File: src/rtl/ppgen_pkg.sv
package ppgen_pkg;

  typedef enum logic {
    CELL_DUAL = 1'b0,
    CELL_SWAP = 1'b1
  } cell_kind_e;

  // complemented positions: exactly one of the two indices is the sign index
  function automatic logic is_inv(input int i, input int j, input int n);
    return logic'((i == n-1) != (j == n-1));
  endfunction

  // interior cells hand on both bits; complemented cells need both tie inputs
  function automatic cell_kind_e kind_of(input int i, input int j, input int n);
    if ((i > 0 && j > 0) || is_inv(i, j, n)) return CELL_DUAL;
    return CELL_SWAP;
  endfunction

endpackage

File: src/rtl/ppgen_dual_cell.sv
module ppgen_dual_cell (
  input  logic a,
  input  logic b,
  input  logic c,
  input  logic d,
  input  logic flt,
  output logic p,
  output logic q,
  output logic r,
  output logic s
);
  logic prod;

  always_comb begin
    prod = a & b;
    p    = a;
    q    = b;
    r    = prod ^ c ^ flt;
    s    = prod ^ d;
    if (!flt) begin
      // cell keeps input parity
      assert_cell_parity_R7: assert ((a ^ b ^ c ^ d) == (p ^ q ^ r ^ s))
        else $error("dual cell parity lost");
      // ties are recoverable from the outputs (reversibility)
      assert_dual_inverse_R1: assert ((r ^ (p & q)) == c && (s ^ (p & q)) == d)
        else $error("dual cell not invertible");
    end
  end
endmodule

File: src/rtl/ppgen_swap_cell.sv
module ppgen_swap_cell (
  input  logic ctl,
  input  logic dat,
  input  logic zer,
  input  logic flt,
  output logic p,
  output logic q,
  output logic r
);
  logic r_raw;

  always_comb begin
    p     = ctl;
    q     = ctl ? zer : dat;
    r_raw = ctl ? dat : zer;
    r     = r_raw ^ flt;
    if (!flt) begin
      // the same swap applied to the outputs restores the inputs
      assert_swap_inverse_R1: assert (dat == (p ? r : q) && zer == (p ? q : r))
        else $error("swap cell not invertible");
    end
  end
endmodule

File: src/rtl/ppgen_array.sv
module ppgen_array #(
  parameter int N = 4
) (
  input  logic [N-1:0]                 op_x,
  input  logic [N-1:0]                 op_y,
  input  logic [N*N-1:0]               fault_inj,
  output logic [N-1:0][N-1:0]          term,
  output logic [N-1:0][N-1:0][2:0]     spill,
  output logic                         parity_err
);
  import ppgen_pkg::*;

  localparam int  TIE_ONES = 2 * (N - 1);
  localparam logic TIE_PAR = logic'(TIE_ONES % 2);

  logic [N-1:0][N-1:0] xin, yin, xout, yout, spare;

  for (genvar i = 0; i < N; i++) begin : g_row
    for (genvar j = 0; j < N; j++) begin : g_col
      localparam logic INV = is_inv(i, j, N);

      // x chains climb from row N-1 to row 0; y chains run from column N-1 to 0
      if (i == N-1) begin : g_xsrc
        assign xin[i][j] = op_x[j];
      end else begin : g_xlnk
        assign xin[i][j] = xout[i+1][j];
      end
      if (j == N-1) begin : g_ysrc
        assign yin[i][j] = op_y[i];
      end else begin : g_ylnk
        assign yin[i][j] = yout[i][j+1];
      end

      if (kind_of(i, j, N) == CELL_DUAL) begin : g_dual
        logic r_o, s_o;
        ppgen_dual_cell u_cell (
          .a(xin[i][j]), .b(yin[i][j]), .c(1'b0), .d(INV),
          .flt(fault_inj[i*N+j]),
          .p(xout[i][j]), .q(yout[i][j]), .r(r_o), .s(s_o)
        );
        assign term[i][j]  = INV ? s_o : r_o;
        assign spare[i][j] = INV ? r_o : s_o;
      end else if (i == 0 && j > 0) begin : g_swy
        logic p_o;
        ppgen_swap_cell u_cell (
          .ctl(yin[i][j]), .dat(xin[i][j]), .zer(1'b0),
          .flt(fault_inj[i*N+j]),
          .p(p_o), .q(spare[i][j]), .r(term[i][j])
        );
        assign yout[i][j] = p_o;
        assign xout[i][j] = 1'b0;
      end else begin : g_swx
        logic p_o;
        ppgen_swap_cell u_cell (
          .ctl(xin[i][j]), .dat(yin[i][j]), .zer(1'b0),
          .flt(fault_inj[i*N+j]),
          .p(p_o), .q(spare[i][j]), .r(term[i][j])
        );
        assign xout[i][j] = p_o;
        assign yout[i][j] = 1'b0;
      end

      // slot 0: spare product output; slots 1/2: bits leaving the chains
      assign spill[i][j][0] = spare[i][j];
      assign spill[i][j][1] = (i == 0) ? xout[i][j] : 1'b0;
      assign spill[i][j][2] = (j == 0) ? yout[i][j] : 1'b0;
    end
  end

  logic par_in, par_out;

  always_comb begin
    par_in     = (^op_x) ^ (^op_y) ^ TIE_PAR;
    par_out    = (^term) ^ (^spill);
    parity_err = par_in ^ par_out;
    if (fault_inj == '0) begin
      assert_clean_flag_R5: assert (!parity_err)
        else $error("parity flag raised with no fault");
    end
    if ($countones(fault_inj) == 1) begin
      assert_single_fault_R6: assert (parity_err)
        else $error("single fault not flagged");
    end
  end
endmodule

File: config.mk
export PLATFORM = sky130hd
export DESIGN_NAME = ppgen_array
export DESIGN_NICKNAME = d
export VERILOG_FILES = /design/src/rtl/ppgen_pkg.sv /design/src/rtl/ppgen_dual_cell.sv /design/src/rtl/ppgen_swap_cell.sv /design/src/rtl/ppgen_array.sv
export SDC_FILE = /design/constraint.sdc
export NUM_CORES = 1
export LEC_CHECK = 0
export BUFFER_PORTS_ARGS = -buffer_cell sky130_fd_sc_hd__buf_2
export CAP_MARGIN = 20
export CELL_PAD_IN_SITES_DETAIL_PLACEMENT = 0
export CELL_PAD_IN_SITES_GLOBAL_PLACEMENT = 2
export CORE_MARGIN = 5
export CORE_UTILIZATION = 21
export DETAILED_ROUTE_END_ITERATION = 6
export GPL_ROUTABILITY_DRIVEN = 0
export PLACE_DENSITY = 0.84
export SLEW_MARGIN = 40
export SYNTH_ARGS = -nofsm -noshare
export SYNTH_HDL_FRONTEND = slang
export SYNTH_HIERARCHICAL = 1
export SYNTH_SLANG_ARGS = --single-unit
export TNS_END_PERCENT = 20
File: constraint.sdc
create_clock -name vclk -period 2.35
set_clock_uncertainty 0.2 [all_clocks]
set_input_delay 0.235 -clock vclk [all_inputs]
set_output_delay 0.235 -clock vclk [all_outputs]
set_load 0.05 [all_outputs]
==> flow_summary.toml <==
[run_status]
status = "complete, but fails checks"
violations = "negative setup slack"

[grt]
grt_max_degree = 7
met2_usage_pct = 14.28
grt_pass1_vias = 1082
track_usage_pct = 7.514
grt_pass1_wl_um = 5264
grt-busiest-layer = "met2"
met3_usage_pct = 0.7241
overflow = 0
grt_antenna_before_repair = 0
use_met1_pct = 9.690

[timing]
fmax_ghz = 0.3950
setup_slack_ps = -181.9
timing.final.crit_share_pct = 107.7
finalHoldViolations = 0
fin_hold_ws_ps = 667.6
finalMaxSlewViolations = 0
period_needed_ps = 2532
rsz0062_at_grt = "yes"
setup_viol = 1

[critical_path]
critPathKind = "input pin to output port"
worstPathMaxFanout = 6
cp_slowest_cell = "xnor3_2"
cpPeakStageDelay_ps = 400
arrival_ps = 2100
cp_cell_sequence = "buf_2, buf_12, buf_4, mux2_2, xor2_1, xnor2_1, xnor2_1, xnor3_2, buf_8"
critPathRequiredTime_ps = 1910
cp_common_cell = "xnor2_1"
cp-start-kind = "input pin"
worstSetupEndpointType = "output port"

[layout]
final_layout_size_suffix_gt1_share_pct = 47.94
instances_no_fill = 347
area_growth_pct = 43.72
fin_nets = 293
ff_latch_area_um2 = 0
antenna_cells = 0
nClkBuffers = 0
num-fill-cells = 736
seq_cell_count = 0

[logic_synthesis]
synth_compound_area_share_pct = 0
ys_top_cells_by_count = "buf_4, xnor2_1, xor2_1"
synth.area.mux_share_pct = 7.315
synth_top_family_by_area = "XOR/XNOR gates"
syn-cell-area_mm2 = 0.001454
synthAdderAreaFrac_pct = 0
synth.most_common_cell = "buf_4"
yosys.area.top_type_share_pct = 40.79
syn_area_per_cell_um2 = 8.033
ys.warnings.count = 6
synth-simple-area-share_pct = 2.840
synthDistinctLibCells = 8
syn_inst = 181
synthXorXnorAreaFrac_pct = 48.54
ys_seq_area_share_pct = 0
yosysTopAreaCell = "buf_4"
synth_top_cells_by_area = "buf_4, xnor2_1, xor2_1"

[placement]
post-place-ws_ps = -275.8
hpwlAfterDp_um = 3223
numPortBuffers = 60
placed_cells = 346

[floorplanning]
start_util_pct = 21.52
ios = 89
die_w_um = 93.21
core_mm2 = 0.006756
dieHeight_um = 93.21
rows = 30
dieArea_mm2 = 0.008687

[hold_path]
hp-class = "input pin to output port"
hold_depth = 3
hp-start = "fault_inj[8]"
worstHoldEndpoint = "term[8]"

[routing]
via_count = 1113
detail_route.iter0.violations = 6
drt_first_pass_iters = 4
antenna_left = 0
wl_per_cell_um = 9.844
routed_wl_um = 3416
drc = 0
via_per_inst = 3.207

[run]
cap_violations = 0

[power]
p_leak_nw = 1.041
power_per_cell_area_mw_per_mm2 = 862.2
vdd_ir_drop_max_mv = 0.5921
-- logic make-up after synthesis --
| logic type | count (synthesis) |
|---|---|
| simple gates | 11 |
| mux | 10 |
| buf+inv | 79 |
| xor+xnor | 79 |
| other cells | 2 |
-- metrics by stage --
step	power [mW]	util [%]	cell area [um^2]	TNS, ps
final	1.802	30.93	2090	-181.9
after global routing	1.875	30.93	2090	-305.0
after CTS	1.818	30.81	2082	-210.6
after detailed placement	1.605	30.22	2042	-275.8
after global placement	1.598	30.22	2042	-260.2
after floorplan	1.385	-	1886	-172.4
-- cells in the final DEF (no fill, tap or decap) --
master and n:
mux2_4 3, buf_2 59, xor2_1 16, mux2i_4 5, buf_4 43, buf_12 3, nand2_1 11, xnor2_2 6
xnor2_1 51, mux2_2 2, xnor3_2 1, conb_1 61, xnor2_4 5, buf_8 1
-- how the worst max path moves through the flow --
stage | to | slack (ps) | startpoint
after floorplan | parity_err | -170 | op_y[2]
after global placement | parity_err | -260 | op_x[0]
after detailed placement | parity_err | -280 | op_x[0]
after CTS | parity_err | -210 | op_y[2]
after global routing | parity_err | -300 | op_x[3]
final | parity_err | -180 | op_x[0]
-- area by class of cell --
class	count	area [um^2]	share of cell area [%]
multi-input combinational	161	1296	62.04
tap	80	100.1	4.790
timing repair buffer	106	693.2	33.17
-- per-layer routing --
layer | vias to the layer above | wire [um]
li1 | 589 | -
met1 | 474 | 1474
met2 | 50 | 1712
met3 | 0 | 230
met4 | 0 | 0
met5 | - | 0
-- worst max-delay path: cells and delay by family --
family	cells	cell delay, ps
buf+inv	4	580
mux	1	340
xor+xnor	4	940
-- power breakdown --
group	leakage, nW	internal (mW)	switching, mW
clock	0	0	0
combinational	1.04	0.752	1.05
sequential	0	0	0
total	1.04	0.752	1.05
-- timing repair --
| item | in CTS | in global routing |
|---|---|---|
| hold buffers | 0 | 0 |
| endpoints found under the hold margin | 0 | 0 |
| pin swaps | 4 | 3 |
| resized for setup | 7 | 0 |
| setup buffers | 0 | 1 |
| endpoints found under the setup margin | 1 | 1 |
(Power assumes the default switching activity.)
